<file path="src/rtl/hc_runctl_pkg.sv">
package hc_runctl_pkg;

   typedef enum logic [1:0] {
      ST_HALT  = 2'd0,
      ST_RUN   = 2'd1,
      ST_DRAIN = 2'd2,
      ST_RESET = 2'd3
   } hc_state_e;

   // command word bit positions
   localparam int CB_RUN = 0;
   localparam int CB_RST = 1;
   localparam int CB_IE  = 2;

   // status word bit positions
   localparam int SB_HALT = 0;
   localparam int SB_RERR = 1;
   localparam int SB_EVT  = 2;
   localparam int SB_TMO  = 3;

   // index of each event flag inside the status flag vector
   localparam int FL_RERR = 0;
   localparam int FL_EVT  = 1;
   localparam int FL_TMO  = 2;
   localparam int FL_N    = 3;

endpackage

</file>
<file path="src/rtl/hc_runctl_seq.sv">
module hc_runctl_seq
   import hc_runctl_pkg::*;
#(
   parameter int DRAIN_TMO = 64,
   parameter int RST_CYC   = 8
) (
   input  logic      clk,
   input  logic      rst_n,
   input  logic      go_run,
   input  logic      go_stop,
   input  logic      go_reset,
   input  logic      drain_done,
   input  logic      pend_work,
   output hc_state_e state,
   output logic      tmo_hit
);

   localparam int CMAX = (DRAIN_TMO > RST_CYC) ? DRAIN_TMO : RST_CYC;
   localparam int CW   = $clog2(CMAX + 1);
   localparam logic [CW-1:0] TMO_LAST = CW'(DRAIN_TMO - 1);
   localparam logic [CW-1:0] RST_LAST = CW'(RST_CYC - 1);

   generate
      if (DRAIN_TMO < 1) begin : g_bad_tmo
         $error("DRAIN_TMO must be at least 1");
      end
      if (RST_CYC < 1) begin : g_bad_rst
         $error("RST_CYC must be at least 1");
      end
   endgenerate

   logic [CW-1:0] cnt;
   logic          drained;

   assign drained = drain_done || !pend_work;
   assign tmo_hit = (state == ST_DRAIN) && !drained && (cnt == TMO_LAST);

   always_ff @(posedge clk or negedge rst_n) begin
      if (!rst_n) begin
         state <= ST_HALT;
         cnt   <= '0;
      end else begin
         unique case (state)
            ST_HALT: begin
               cnt <= '0;
               if (go_reset)    state <= ST_RESET;
               else if (go_run) state <= ST_RUN;
            end
            ST_RUN: begin
               if (go_stop) begin
                  state <= ST_DRAIN;
                  cnt   <= '0;
               end
            end
            ST_DRAIN: begin
               if (drained || cnt == TMO_LAST) begin
                  state <= ST_HALT;
                  cnt   <= '0;
               end else begin
                  cnt <= cnt + 1'b1;
               end
            end
            ST_RESET: begin
               if (cnt == RST_LAST) begin
                  state <= ST_HALT;
                  cnt   <= '0;
               end else begin
                  cnt <= cnt + 1'b1;
               end
            end
            default: state <= ST_HALT;
         endcase
      end
   end

   // draining never outlives its window
   p_drain_bound_r4: assert property (@(posedge clk) disable iff (!rst_n)
      (state == ST_DRAIN) |-> (cnt <= TMO_LAST));

   // running is entered only from halted
   p_run_from_halt_r2: assert property (@(posedge clk) disable iff (!rst_n)
      (state == ST_RUN && $past(state) != ST_RUN) |-> ($past(state) == ST_HALT));

   // reset is entered only from halted
   p_reset_from_halt_r5: assert property (@(posedge clk) disable iff (!rst_n)
      (state == ST_RESET && $past(state) != ST_RESET) |-> ($past(state) == ST_HALT));

   // reset always ends in halted
   p_reset_exit_r5: assert property (@(posedge clk) disable iff (!rst_n)
      ($past(state) == ST_RESET && state != ST_RESET) |-> (state == ST_HALT));

endmodule

</file>
<file path="src/rtl/hc_runctl_sts.sv">
module hc_runctl_sts
   import hc_runctl_pkg::*;
#(
   parameter bit SET_WINS = 1'b1
) (
   input  logic            clk,
   input  logic            rst_n,
   input  logic            clr_all,
   input  logic            wr_en,
   input  logic [FL_N-1:0] clr_mask,
   input  logic [FL_N-1:0] set_vec,
   input  logic            ie,
   input  logic            thresh,
   output logic [FL_N-1:0] flags,
   output logic            irq
);

   for (genvar i = 0; i < FL_N; i++) begin : g_flag
      logic clr;
      assign clr = wr_en && clr_mask[i];
      if (SET_WINS) begin : g_set_wins
         always_ff @(posedge clk or negedge rst_n) begin
            if (!rst_n)       flags[i] <= 1'b0;
            else if (clr_all) flags[i] <= 1'b0;
            else              flags[i] <= set_vec[i] || (flags[i] && !clr);
         end
      end else begin : g_clr_wins
         always_ff @(posedge clk or negedge rst_n) begin
            if (!rst_n)       flags[i] <= 1'b0;
            else if (clr_all) flags[i] <= 1'b0;
            else              flags[i] <= (set_vec[i] || flags[i]) && !clr;
         end
      end

      // a write of 1 with no new event leaves the flag clear
      p_rw1c_r8: assert property (@(posedge clk) disable iff (!rst_n)
         (clr && !set_vec[i]) |=> !flags[i]);
   end

   always_ff @(posedge clk or negedge rst_n) begin
      if (!rst_n) irq <= 1'b0;
      else        irq <= !clr_all && ie && thresh && flags[FL_EVT];
   end

   // a request only follows an enabled threshold with a pending event
   p_irq_gate_r9: assert property (@(posedge clk) disable iff (!rst_n)
      irq |-> $past(ie && thresh && flags[FL_EVT]));

endmodule

</file>
<file path="src/rtl/hc_runctl.sv">
module hc_runctl
   import hc_runctl_pkg::*;
#(
   parameter int ADDR_W       = 8,
   parameter int DATA_W       = 32,
   parameter int CMD_OFS      = 'h80,
   parameter int STS_OFS      = 'h84,
   parameter int DRAIN_TMO    = 64,
   parameter int RST_CYC      = 8,
   parameter bit STS_SET_WINS = 1'b1
) (
   input  logic              clk,
   input  logic              rst_n,
   input  logic              reg_we,
   input  logic [ADDR_W-1:0] reg_addr,
   input  logic [DATA_W-1:0] reg_wdata,
   output logic [DATA_W-1:0] cmd_rdata,
   output logic [DATA_W-1:0] sts_rdata,
   input  logic              pend_work,
   input  logic              drain_done,
   input  logic              evt_in,
   input  logic              thresh,
   output logic              halted,
   output logic              ctrl_rst,
   output logic              irq
);

   localparam logic [ADDR_W-1:0] CMD_A = ADDR_W'(CMD_OFS);
   localparam logic [ADDR_W-1:0] STS_A = ADDR_W'(STS_OFS);

   generate
      if (DATA_W < 5) begin : g_bad_dw
         $error("DATA_W must be at least 5");
      end
      if (CMD_OFS == STS_OFS) begin : g_bad_ofs
         $error("command and status offsets must differ");
      end
      if (STS_OFS >= (1 << ADDR_W) || CMD_OFS >= (1 << ADDR_W)) begin : g_bad_aw
         $error("offsets do not fit ADDR_W");
      end
   endgenerate

   hc_state_e       state;
   logic            tmo_hit;
   logic            resetting;
   logic            cmd_wr, sts_wr;
   logic            rst_req, rst_go, rst_bad;
   logic            go_run, go_stop;
   logic            ie;
   logic [FL_N-1:0] flags, set_vec, clr_mask;
   logic            unused_wdata_hi;

   assign unused_wdata_hi = ^reg_wdata[DATA_W-1:4];

   assign resetting = (state == ST_RESET);
   assign halted    = (state == ST_HALT);
   assign ctrl_rst  = resetting;

   assign cmd_wr  = reg_we && (reg_addr == CMD_A) && !resetting;
   assign sts_wr  = reg_we && (reg_addr == STS_A) && !resetting;
   assign rst_req = cmd_wr && reg_wdata[CB_RST];
   assign rst_go  = rst_req && halted;
   assign rst_bad = rst_req && !halted;
   assign go_run  = cmd_wr && reg_wdata[CB_RUN] && !rst_go;
   assign go_stop = cmd_wr && !reg_wdata[CB_RUN];

   always_ff @(posedge clk or negedge rst_n) begin
      if (!rst_n)                  ie <= 1'b0;
      else if (rst_go || resetting) ie <= 1'b0;
      else if (cmd_wr)             ie <= reg_wdata[CB_IE];
   end

   hc_runctl_seq #(
      .DRAIN_TMO (DRAIN_TMO),
      .RST_CYC   (RST_CYC)
   ) u_seq (
      .clk        (clk),
      .rst_n      (rst_n),
      .go_run     (go_run),
      .go_stop    (go_stop),
      .go_reset   (rst_go),
      .drain_done (drain_done),
      .pend_work  (pend_work),
      .state      (state),
      .tmo_hit    (tmo_hit)
   );

   always_comb begin
      set_vec           = '0;
      set_vec[FL_RERR]  = rst_bad;
      set_vec[FL_EVT]   = evt_in;
      set_vec[FL_TMO]   = tmo_hit;
      clr_mask          = '0;
      clr_mask[FL_RERR] = reg_wdata[SB_RERR];
      clr_mask[FL_EVT]  = reg_wdata[SB_EVT];
      clr_mask[FL_TMO]  = reg_wdata[SB_TMO];
   end

   hc_runctl_sts #(
      .SET_WINS (STS_SET_WINS)
   ) u_sts (
      .clk      (clk),
      .rst_n    (rst_n),
      .clr_all  (rst_go || resetting),
      .wr_en    (sts_wr),
      .clr_mask (clr_mask),
      .set_vec  (set_vec),
      .ie       (ie),
      .thresh   (thresh),
      .flags    (flags),
      .irq      (irq)
   );

   always_comb begin
      cmd_rdata         = '0;
      cmd_rdata[CB_RUN] = (state == ST_RUN);
      cmd_rdata[CB_RST] = resetting;
      cmd_rdata[CB_IE]  = ie;
      sts_rdata          = '0;
      sts_rdata[SB_HALT] = halted;
      sts_rdata[SB_RERR] = flags[FL_RERR];
      sts_rdata[SB_EVT]  = flags[FL_EVT];
      sts_rdata[SB_TMO]  = flags[FL_TMO];
   end

   // an illegal reset request never starts a reset
   p_bad_reset_r7: assert property (@(posedge clk) disable iff (!rst_n)
      rst_bad |=> !ctrl_rst);

   // interrupt enable stays clear throughout reset
   p_reset_ie_r6: assert property (@(posedge clk) disable iff (!rst_n)
      ctrl_rst |-> !cmd_rdata[CB_IE]);

   // the reset level and the halted flag never overlap
   p_rst_not_halted_r5: assert property (@(posedge clk) disable iff (!rst_n)
      ctrl_rst |-> !halted);

endmodule

</file>
<file path="config.mk">
export PLATFORM = sky130hd
export DESIGN_NAME = hc_runctl
export DESIGN_NICKNAME = d
export VERILOG_FILES = /design/src/rtl/hc_runctl_pkg.sv /design/src/rtl/hc_runctl_seq.sv /design/src/rtl/hc_runctl_sts.sv /design/src/rtl/hc_runctl.sv
export SDC_FILE = /design/constraint.sdc
export NUM_CORES = 1
export LEC_CHECK = 0
export BUFFER_PORTS_ARGS = -buffer_cell sky130_fd_sc_hd__buf_4
export CORE_ASPECT_RATIO = 0.8
export CORE_MARGIN = 5
export CORE_UTILIZATION = 35
export CTS_CLUSTER_SIZE = 10
export DETAILED_ROUTE_END_ITERATION = 10
export PLACE_DENSITY = 0.8
export SYNTH_ARGS = -nofsm -noshare
export SYNTH_HDL_FRONTEND = slang
export SYNTH_SLANG_ARGS = --single-unit
export TNS_END_PERCENT = 5
</file>
<file path="constraint.sdc">
create_clock -name clk -period 2.2 [get_ports clk]
set_clock_uncertainty 0.05 [all_clocks]
set_input_delay 0.22 -clock clk [delete_from_list [all_inputs] [get_ports clk]]
set_output_delay 0.22 -clock clk [all_outputs]
set_load 0.01 [all_outputs]
</file>
==> summary.txt, run 1 <==
Yosys
  – Cell Area, Synth: 1309 sq um
  – Top area cells in the synthesized netlist: buf_4 (34%), dfrtp_1 (27%), nand2_1 (4.9%), nor2_1 (2.9%), o21ai_0 (2.7%)
  – Most used DFF post-synth: dfrtp_1
  – Synth Instances: 153
  – Share of the synthesized area in the top cell type: 34.42%
  – Async set or reset register ratio after synthesis: 100.0%
  – Most frequent cell after synthesis: buf_4
  – Yosys warnings: 0
  – Avg Inst Size Synth: 8.554 sq um
  – Post-synth EDFFs: 0
  – Most frequent cells after synthesis: buf_4 (60), nand2_1 (17), dfrtp_1 (14)
  – Yosys cell types: 35
  – Register area share after synthesis: 26.77%
  – Synthesized flop and latch total: 14
  – Cell taking the most area after synthesis: buf_4

Worst setup path
  – Crit-path max FO: 6
  – Critical Path AT: 1.87 ns
  – Delay-heaviest family, CP: compound AO/OA/AOI/OAI gates
  – Worst Reg-to-Reg Cells: 5
  – R2r setup slk: 0.45 ns
  – Reg-to-reg endpoint: u_seq.cnt[3]
  – CP Launch Type: flip-flop
  – Crit-path max cell delay: 0.41 ns
  – Worst path bufs/invs: 0
  – CP Data Required Time: 2.32 ns
  – Crit Path Category: reg -> reg
  – Critical path endpoint category: flip-flop
  – Stages on the worst setup path: 5
  – Slowest CP cell: dfrtp_1
  – CP Cell Sequence: ha_1 -> and3b_2 -> a211oi_4 -> nor2_2 -> o211ai_1
  – Critical R2R Launch: u_seq.cnt[0]

Clock tree
  – Num Clock Sinks: 14
  – Post-CTS setup buffer count: 0
  – Latest clock arrival within the worst-skew pair: 0.25 ns
  – H-tree levels: 1
  – Bufs on Longest Clock Path: 2
  – CTS clk-pin slew, worst paths: 0.06 ns
  – CTS Root Cell: clkbuf_8
  – CTS hold repair buffers: 1
  – CTS buffer count: 3
  – # resized after CTS: 0
  – CTS tree: built

Timing
  – Relative slew slack: 63.74%
  – Fmax: 570.7 MHz
  – RSZ-0062 raised after global routing: no
  – Post-route setup TNS: 0 ns
  – Slew of the pin with the lowest slew margin: 0.5440 ns
  – Final setup viols: 0
  – Min Clock Period, post-route: 1.752 ns
  – Period Utilization, post-route: 79.64%
  – Slew Limit Fails: 0
  – Final hold viol count: 0

Routing
  – Vias/cell: 4.214
  – DRT iter0 DRCs: 51
  – Final WL: 2565 um
  – Total number of vias: 944
  – Initial DRT Pass Iterations: 4
  – Residual DRC: 0
  – Antenna Nets Post-Route: 0
  – Routed length per instance: 11.45 um

Floorplanning
  – Die width: 78.37 um
  – I/O pin count: 114
  – Core area: 3518 sq um
  – Die ar.: 5070 sq um
  – Rows: 19
  – Die H: 64.70 um
  – Initial Utilization: 37.20%

Min path
  – Min-Delay Path Depth: 3
  – Worst Hold Class: in -> reg
  – Hold wc startpoint: thresh
  – Worst Hold Path EP: u_sts.irq

Status
  – Status: completed

Finish
  – P&R area growth vs syn: 6.692%
  – Fillers: 375
  – Share of cells above drive strength 1: 25.27%
  – N_diodes: 0
  – Nets: 231
  – Final std cells w/o fill: 224

GRT
  – GRT Residual Overflow: 0
  – Tot GR Track Use: 9.820%
  – Number of global-route vias before repair: 894
  – First-pass GRT wire length: 3995 um
  – Largest net degree at the start of global routing: 15
  – Initial antenna violation count: 0

Power and ir drop
  – Pwr dens: 456.6 nW/um^2
  – Leakage power: 0.7392 nW
  – Max VDD drop: 161.1 uV

Job
  – Max-cap violations: 0

Placement
  – Post-Place Cells: 219
  – GPL Wtd Cong: 0.8058
  – Hpwl dp: 2214 um
  – Port Buf Inserts: 28
## placed cells by master, fill, tap and decap left out, types with 2 or more instances in the layout
cell type	count
clkbuf_8	4
dfrtp_1	14
nand2_1	17
o21ai_0	7
mux2i_1	2
nor2_1	10
conb_1	57
buf_4	28
nand4_1	2
nor3_1	3
a21oi_1	3
nor2b_1	2
inv_1	2
inv_2	2
nand3_1	4
o211ai_1	4
## sequential cells by signal, summed over array words and instances (netlist names)
name,flops
u_sts.flags,3
u_seq.state,2
u_sts.irq,1
ie,1
u_seq.cnt,7
## through the flow
step | power [mW] | hold slack [ns] | cell area, sq um | utilization (%) | setup slack (ns)
final | 0.6375 | 0.1697 | 1396 | 39.69 | 0.4479
after global routing | 0.6699 | 0.1826 | 1396 | 39.69 | 0.3197
after CTS | 0.6413 | 0.1644 | 1396 | 39.69 | 0.4599
after detailed placement | 0.3818 | 0.03042 | 1331 | 37.84 | 0.4619
after global placement | 0.3806 | 0.03144 | 1331 | 37.84 | 0.4931
after floorplan | 0.4118 | -0.1256 | 1519 | - | 0.6369
## worst min-delay path: cells and delay by family
family | cells | cell delay [ns]
buf+inv | 1 | 0.11
simple gates | 2 | 0.10
## worst max-delay path by stage
| stage | start | end | slack, ns |
|---|---|---|---|
| 2_1_floorplan | u_seq.cnt[0] | u_seq.cnt[3] | 0.64 |
| 3_3_place_gp | u_seq.cnt[0] | u_seq.cnt[3] | 0.49 |
| 3_5_place_dp | u_seq.cnt[0] | u_seq.cnt[4] | 0.46 |
| 4_1_cts | u_seq.cnt[0] | u_seq.cnt[3] | 0.46 |
| 5_1_grt | u_seq.cnt[0] | u_seq.cnt[3] | 0.32 |
| 6_report | u_seq.cnt[0] | u_seq.cnt[3] | 0.45 |
## routing by layer
layer  GRT usage (%)  vias up  part of all wire [%]
met2           15.92       41                    51
li1                -      454                     -
met4           3.493        0                   1.2
met3           3.878        4                   8.4
met5               0        -                     0
met1           11.91      445                    39
## cells by family after synthesis
logic type | synth area share [%]
buffers and inverters | 35.56
AND/OR/NAND/NOR | 21.51
AO/OA/AOI/OAI | 13.38
flip-flops | 26.77
multiplexers | 1.530
adder cells (fa/ha/maj) | 0.9559
other | 0.2865
## final cells by class
| cell class | count | area [sq um] | share of cell area, % |
|---|---|---|---|
| inverters | 4 | 15.01 | 1.075 |
| repair buffers | 29 | 220.2 | 15.77 |
| multi-input cells | 131 | 703.2 | 50.36 |
| clock buffers | 4 | 55.05 | 3.943 |
| flip-flops and latches | 14 | 350.3 | 25.09 |
| well taps | 42 | 52.55 | 3.763 |
## where the power goes
group          internal, mW  leakage, nW  switching [mW]
Sequential            0.261        0.190         0.00505
Combinational        0.0371        0.521          0.0775
Clock                 0.159       0.0288          0.0981
Total                 0.457        0.739           0.181
Power figures use the tool's default switching activity.
==> inputs of run 2 (changes only) <==
--- a/config.mk
+++ b/config.mk
@@ -5,13 +5,14 @@
 export SDC_FILE = /design/constraint.sdc
 export NUM_CORES = 1
 export LEC_CHECK = 0
+export ABC_AREA = 1
 export BUFFER_PORTS_ARGS = -buffer_cell sky130_fd_sc_hd__buf_4
 export CORE_ASPECT_RATIO = 0.8
 export CORE_MARGIN = 5
 export CORE_UTILIZATION = 35
 export CTS_CLUSTER_SIZE = 10
 export DETAILED_ROUTE_END_ITERATION = 10
-export PLACE_DENSITY = 0.8
+export PLACE_DENSITY = 0.81
 export SYNTH_ARGS = -nofsm -noshare
 export SYNTH_HDL_FRONTEND = slang
 export SYNTH_SLANG_ARGS = --single-unit
==> constraint.sdc (replaced) <==
create_clock -name clk -period 1.7 [get_ports clk]
set_clock_uncertainty 0.05 [all_clocks]
set_input_delay 0.17 -clock clk [delete_from_list [all_inputs] [get_ports clk]]
set_output_delay 0.17 -clock clk [all_outputs]
set_load 0.01 [all_outputs]
==> summary.txt, run 2 <==
Status
  – Status: completed

Worst setup path
  – Critical R2R Launch: u_seq.cnt[0]
  – Crit-path max FO: 7
  – CP Cell Sequence: ha_1 -> nand2_1 -> nor2_4 -> nand2_1 -> nand2_1 -> nand2_1 -> inv_2 -> nand3_1 -> nand2_1 -> nand2_1
  – Critical Path AT: 1.62 ns
  – CP Launch Type: flip-flop
  – Worst Setup SP: u_seq.cnt[0]
  – Crit Path Category: reg -> reg
  – CP Data Required Time: 1.79 ns
  – Worst path most repeated cell: nand2_1
  – Critical path endpoint category: flip-flop
  – Slowest CP cell: dfrtp_1
  – Crit-path max cell delay: 0.39 ns

Routing
  – Antenna Nets Post-Route: 0
  – Final WL: 2565 um
  – Residual DRC: 0
  – Routed length per instance: 10.30 um
  – Total number of vias: 1,012
  – Vias/cell: 4.064
  – Initial DRT Pass Iterations: 4
  – DRT iter0 DRCs: 26

Timing
  – RSZ-0062 raised after global routing: no
  – Final setup viols: 0
  – Period Utilization, post-route: 90.26%
  – Slew Limit Fails: 0
  – Setup WS post-layout: 0.1657 ns
  – Post-route setup TNS: 0 ns
  – Fmax: 651.7 MHz
  – Final hold viol count: 0
  – Min Clock Period, post-route: 1.534 ns

Yosys
  – Most frequent cells after synthesis: buf_4 (60), nand2_1 (29), inv_1 (15), nor2_1 (15), dfrtp_1 (14)
  – Top area cells in the synthesized netlist: buf_4 (35%), dfrtp_1 (27%), nand2_1 (8.5%), nand3_1 (5.1%), inv_1 (4.4%)
  – Share of the synthesized area in the top cell type: 35.29%
  – Most frequent cell after synthesis: buf_4
  – Yosys cell types: 21
  – Most used DFF post-synth: dfrtp_1
  – Cell taking the most area after synthesis: buf_4
  – Post-synth EDFFs: 0
  – Register area share after synthesis: 27.45%
  – Avg Inst Size Synth: 7.335 sq um
  – Synth Instances: 174
  – Synthesized flop and latch total: 14
  – Cell Area, Synth: 1276 sq um
  – Yosys warnings: 0
  – Async set or reset register ratio after synthesis: 100.0%

Finish
  – Largest register FFs: 7
  – Fillers: 380
  – Most frequent cells in the layout: conb_1 (57), buf_4 (32), nand2_1 (29), inv_1 (15), nor2_1 (15)
  – Share of cells above drive strength 1: 20.29%
  – P&R area growth vs syn: 9.216%
  – Most common cell after layout, fill and taps aside: conb_1
  – Biggest register: u_seq.cnt
  – N_diodes: 0
  – Regs by FF count: u_seq.cnt x7, u_sts.flags x3, u_seq.state x2
  – Nets: 256

GRT
  – Grt peak-use layer: met2
  – Number of global-route vias before repair: 871
  – Met3 usage: 4.213%
  – Tot GR Track Use: 9.447%
  – GRT Residual Overflow: 0
  – Met2 GRT Util: 15.97%
  – First-pass GRT wire length: 3767 um
  – Largest net degree at the start of global routing: 15
  – Met1 GRT Util: 10.87%
  – Initial antenna violation count: 0

Power and ir drop
  – Combinational power share: 19.2%
  – Max VDD drop: 250.5 uV
  – Sequential share of power: 41.6%
  – Clock share of power: 39.2%
  – Pwr dens: 590.3 nW/um^2
  – P_int: 0.5949 mW
  – Net switching power: 0.2279 mW
  – Leakage power: 0.7756 nW
  – Switching part of the total: 27.69%

Clock tree
  – CTS tree: built
  – CTS buffer count: 3
  – # resized after CTS: 0
  – Num Clock Sinks: 14
  – CTS Root Cell: clkbuf_8
  – Latest clock arrival within the worst-skew pair: 0.24 ns
  – H-tree levels: 1
  – CTS clk-pin slew, worst paths: 0.06 ns
  – Bufs on Longest Clock Path: 2

Placement
  – Dpl ws: 0.1499 ns
  – Port Buf Inserts: 28
  – Hpwl dp: 2161 um
  – GPL Wtd Cong: 0.8616

Floorplanning
  – Initial Utilization: 36.77%
  – Die ar.: 4961 sq um
  – Die H: 64.01 um
  – Rows: 19
  – Core area: 3471 sq um
  – I/O pin count: 114
  – Die width: 77.51 um

Min path
  – Worst Hold Class: in -> reg
  – Hold wc startpoint: evt_in

Job
  – Max-cap violations: 0
[run 2: cell count changes in the layout (fill, tap and decap cells not counted), sizes merged, moves of 3 or more]
cell | previous run | this run
nand3 | 4 | 14
nor3 | 4 | 1
nor2 | 11 | 18
o21ai | 9 | 2
inv | 4 | 16
xor2 | 0 | 3
nand2 | 18 | 30
buf | 28 | 32
o211ai | 4 | 0
[run 2: critical path, delay by kind of cell, from the launching register on]
kind	cells	cell delay, ns
buffers and inverters	1	0.13
adder cells (fa/ha/maj)	1	0.19
flip-flops	1	0.39
AND/OR/NAND/NOR	8	0.69
[run 2: power by group through the flow]
stage	logic [mW]	registers (mW)	clock network, mW
2_1_floorplan	0.189	0.348	0
3_3_place_gp	0.151	0.348	0
3_5_place_dp	0.153	0.348	0
4_1_cts	0.156	0.342	0.335
5_1_grt	0.177	0.342	0.350
6_report	0.158	0.342	0.323
[run 2: metrics by stage]
step | total power [mW] | area [sq um] | utilization, % | hold slack (ns) | cells
6_report | 0.8228 | 1394 | 40.16 | 0.08807 | 249
5_1_grt | 0.8690 | 1394 | 40.16 | 0.09405 | 249
4_1_cts | 0.8326 | 1379 | 39.73 | 0.08969 | 247
3_5_place_dp | 0.5011 | 1314 | 37.85 | -0.01967 | 242
3_3_place_gp | 0.4988 | 1314 | 37.85 | -0.02043 | 242
2_1_floorplan | 0.5365 | 1486 | - | -0.1756 | 230
[run 2: area by class of cell]
class | count | area, sq um | share of cell area, %
Multi-Input combinational cell | 140 | 625.6 | 44.88
Sequential cell | 14 | 350.3 | 25.13
Timing Repair Buffer | 33 | 250.2 | 17.95
Inverter | 16 | 60.06 | 4.309
Clock buffer | 4 | 55.05 | 3.950
Tap cell | 42 | 52.55 | 3.770
[run 2: per-layer routing]
layer / vias up / wire length [um]
li1: 501 / -
met1: 470 / 979
met2: 36 / 1320
met3: 5 / 246
met4: 0 / 19
met5: - / 0
[run 2: cells by family (layout without fill, tap and decap cells)]
| kind of cell | after synthesis | in the layout | share of synthesized area [%] |
|---|---|---|---|
| XOR/XNOR | 3 | 3 | 2.059 |
| AO/OA/AOI/OAI | 11 | 11 | 4.803 |
| buffers and inverters | 76 | 53 | 40.00 |
| AND/OR/NAND/NOR | 68 | 68 | 24.41 |
| adder cells (fa/ha/maj) | 1 | 1 | 0.9802 |
| flip-flops | 14 | 14 | 27.45 |
| other | 1 | 57 | 0.2938 |
[run 2: repair_timing]
item / in CTS / in global routing
hold endpoints to repair: 14 / 0
setup buffers: 0 / 2
setup endpoints to repair: 0 / 1
hold buffers: 1 / 0
[run 2: worst paths after layout]
check / cells after the start / end / slack (ns)
worst max-delay path: 10 / u_seq.state[0] / 0.17
worst min-delay path: 3 / u_sts.flags[1] / 0.09
worst max register to register: 10 / u_seq.state[0] / 0.17
worst min register to register: 2 / u_seq.cnt[1] / 0.48
max in group asynchronous: 2 / u_seq.cnt[1] / 1.17
min in group asynchronous: 2 / u_seq.cnt[2] / 0.27
==> inputs of run 3 (changes only) <==
--- a/config.mk
+++ b/config.mk
@@ -6,7 +6,7 @@
 export NUM_CORES = 1
 export LEC_CHECK = 0
 export ABC_AREA = 1
-export BUFFER_PORTS_ARGS = -buffer_cell sky130_fd_sc_hd__buf_4
+export BUFFER_PORTS_ARGS = -buffer_cell sky130_fd_sc_hd__buf_2
 export CORE_ASPECT_RATIO = 0.8
 export CORE_MARGIN = 5
 export CORE_UTILIZATION = 35
==> summary.txt, run 3 (synthesis gave the netlist of run 2 again) <==
Power and ir drop
  – Pwr dens: 614.1 nW/um^2
  – Leakage power: 0.7400 nW
  – Power consumption: 0.7991 mW
  – Max VDD drop: 295.1 uV

Timing
  – Fmax: 650.1 MHz
  – Min Clock Period, post-route: 1.538 ns
  – RSZ-0062 raised after global routing: no
  – Final hold viol count: 0
  – Final setup viols: 0
  – Period Utilization, post-route: 90.49%
  – Setup WS post-layout: 0.1617 ns
  – Post-route setup TNS: 0 ns
  – WHS: 0.09589 ns
  – Slew Limit Fails: 0

Clock tree
  – Num Clock Sinks: 14
  – CTS Root Cell: clkbuf_8
  – Post-CTS setup buffer count: 0
  – CTS buffer count: 3
  – CTS clk-pin slew, worst paths: 0.06 ns
  – H-tree levels: 1
  – CTS tree: built
  – Bufs on Longest Clock Path: 2
  – Latest clock arrival within the worst-skew pair: 0.24 ns

Min path
  – Worst Hold Class: in -> reg

Worst setup path
  – Critical Path AT: 1.62 ns
  – CP Data Required Time: 1.79 ns
  – CP Cell Sequence: ha_1 -> nand2_1 -> nor2_4 -> nand2_1 -> nand2_1 -> nand2_1 -> inv_2 -> nand3_1 -> nand2_1 -> nand2_1
  – Critical path endpoint category: flip-flop
  – CP Launch Type: flip-flop
  – Crit-path max cell delay: 0.40 ns
  – Crit Path Category: reg -> reg
  – Crit-path max FO: 7
  – Slowest CP cell: dfrtp_1
  – Worst path most repeated cell: nand2_1

Routing
  – Initial DRT Pass Iterations: 4
  – Met3 Wirelength: 207 um
  – Antenna Nets Post-Route: 0
  – Residual DRC: 0
  – Total number of vias: 947
  – DRT iter0 DRCs: 43
  – Routed length per instance: 9.476 um
  – DR top layer: met3
  – Final WL: 2331 um
  – Met1 Wirelength: 982 um
  – Metal2 WL: 1141 um
  – Vias/cell: 3.850

Finish
  – Fillers: 368
  – P&R area growth vs syn: 1.961%
  – Largest register FFs: 7
  – Nets: 253
  – Biggest register: u_seq.cnt
  – N_diodes: 0
  – Share of cells above drive strength 1: 19.12%
  – Final std cells w/o fill: 246
  – Regs by FF count: u_seq.cnt x7, u_sts.flags x3, u_seq.state x2
  – Finished Core Util: 37.49%
  – Fin area: 1301 sq um
  – Most common cell after layout, fill and taps aside: conb_1
  – Most frequent cells in the layout: conb_1 (57), nand2_1 (29), buf_2 (28), inv_1 (15), nor2_1 (15)

Floorplanning
  – Die ar.: 4961 sq um
  – Die width: 77.51 um
  – Core area: 3471 sq um
  – Die H: 64.01 um
  – Rows: 19
  – Initial Utilization: 36.77%
  – I/O pin count: 114

GRT
  – Tot GR Track Use: 8.628%
  – Largest net degree at the start of global routing: 15
  – GRT Residual Overflow: 0
  – Initial antenna violation count: 0
  – Number of global-route vias before repair: 786
  – First-pass GRT wire length: 3546 um

Placement
  – Hpwl dp: 1988 um
  – Post-Place Cells: 241
  – Dpl ws: 0.1680 ns
  – Area after DPL: 1236 sq um
  – GPL Wtd Cong: 0.8404
  – Port Buf Inserts: 28

Status
  – Status: completed

Job
  – Max-cap violations: 0
run 3: report_power, final:
part           leakage [nW]  total [mW]  switching (mW)  internal, mW
clock network        0.0288       0.318           0.114         0.205
logic                 0.521       0.139           0.105        0.0336
registers             0.190       0.342         0.00339         0.338
run 3: final cells by class:
| cell class | instances | area [sq um] | share of cell area, % |
|---|---|---|---|
| multi-input cells | 140 | 625.6 | 48.08 |
| inverters | 16 | 60.06 | 4.615 |
| well taps | 42 | 52.55 | 4.038 |
| flip-flops and latches | 14 | 350.3 | 26.92 |
| repair buffers | 30 | 157.7 | 12.12 |
| clock buffers | 4 | 55.05 | 4.231 |
run 3: per-layer routing:
metal  global-route usage (%)  vias up
li1                         -      492
met4                   0.6438        0
met5                        0        -
met1                    10.98      420
met3                    4.213        0
met2                    13.87       35
run 3: worst max-delay path: cells and delay by family (launching register included):
kind          cells  cell delay, ns
buf+inv           1            0.13
fa+ha+maj         1            0.18
simple gates      8            0.68
flops             1            0.40
run 3: worst paths after layout:
| kind | startpoint | to | slack, ns | cells after the start |
|---|---|---|---|---|
| worst min-delay path | evt_in | u_sts.flags[1] | 0.1 | 3 |
| worst max-delay path | u_seq.cnt[0] | u_seq.state[0] | 0.16 | 10 |
| worst max register to register | u_seq.cnt[0] | u_seq.state[0] | 0.16 | 10 |
| max in group asynchronous | rst_n | u_sts.flags[1] | 1.05 | 2 |
| worst min register to register | u_sts.flags[2] | u_sts.flags[2] | 0.48 | 2 |
| min in group asynchronous | rst_n | u_seq.cnt[1] | 0.31 | 2 |
run 3: repair_timing:
action | CTS | global route
gates resized for setup | 0 | 0
hold endpoints to repair | 14 | 0
hold buffers | 1 | 0
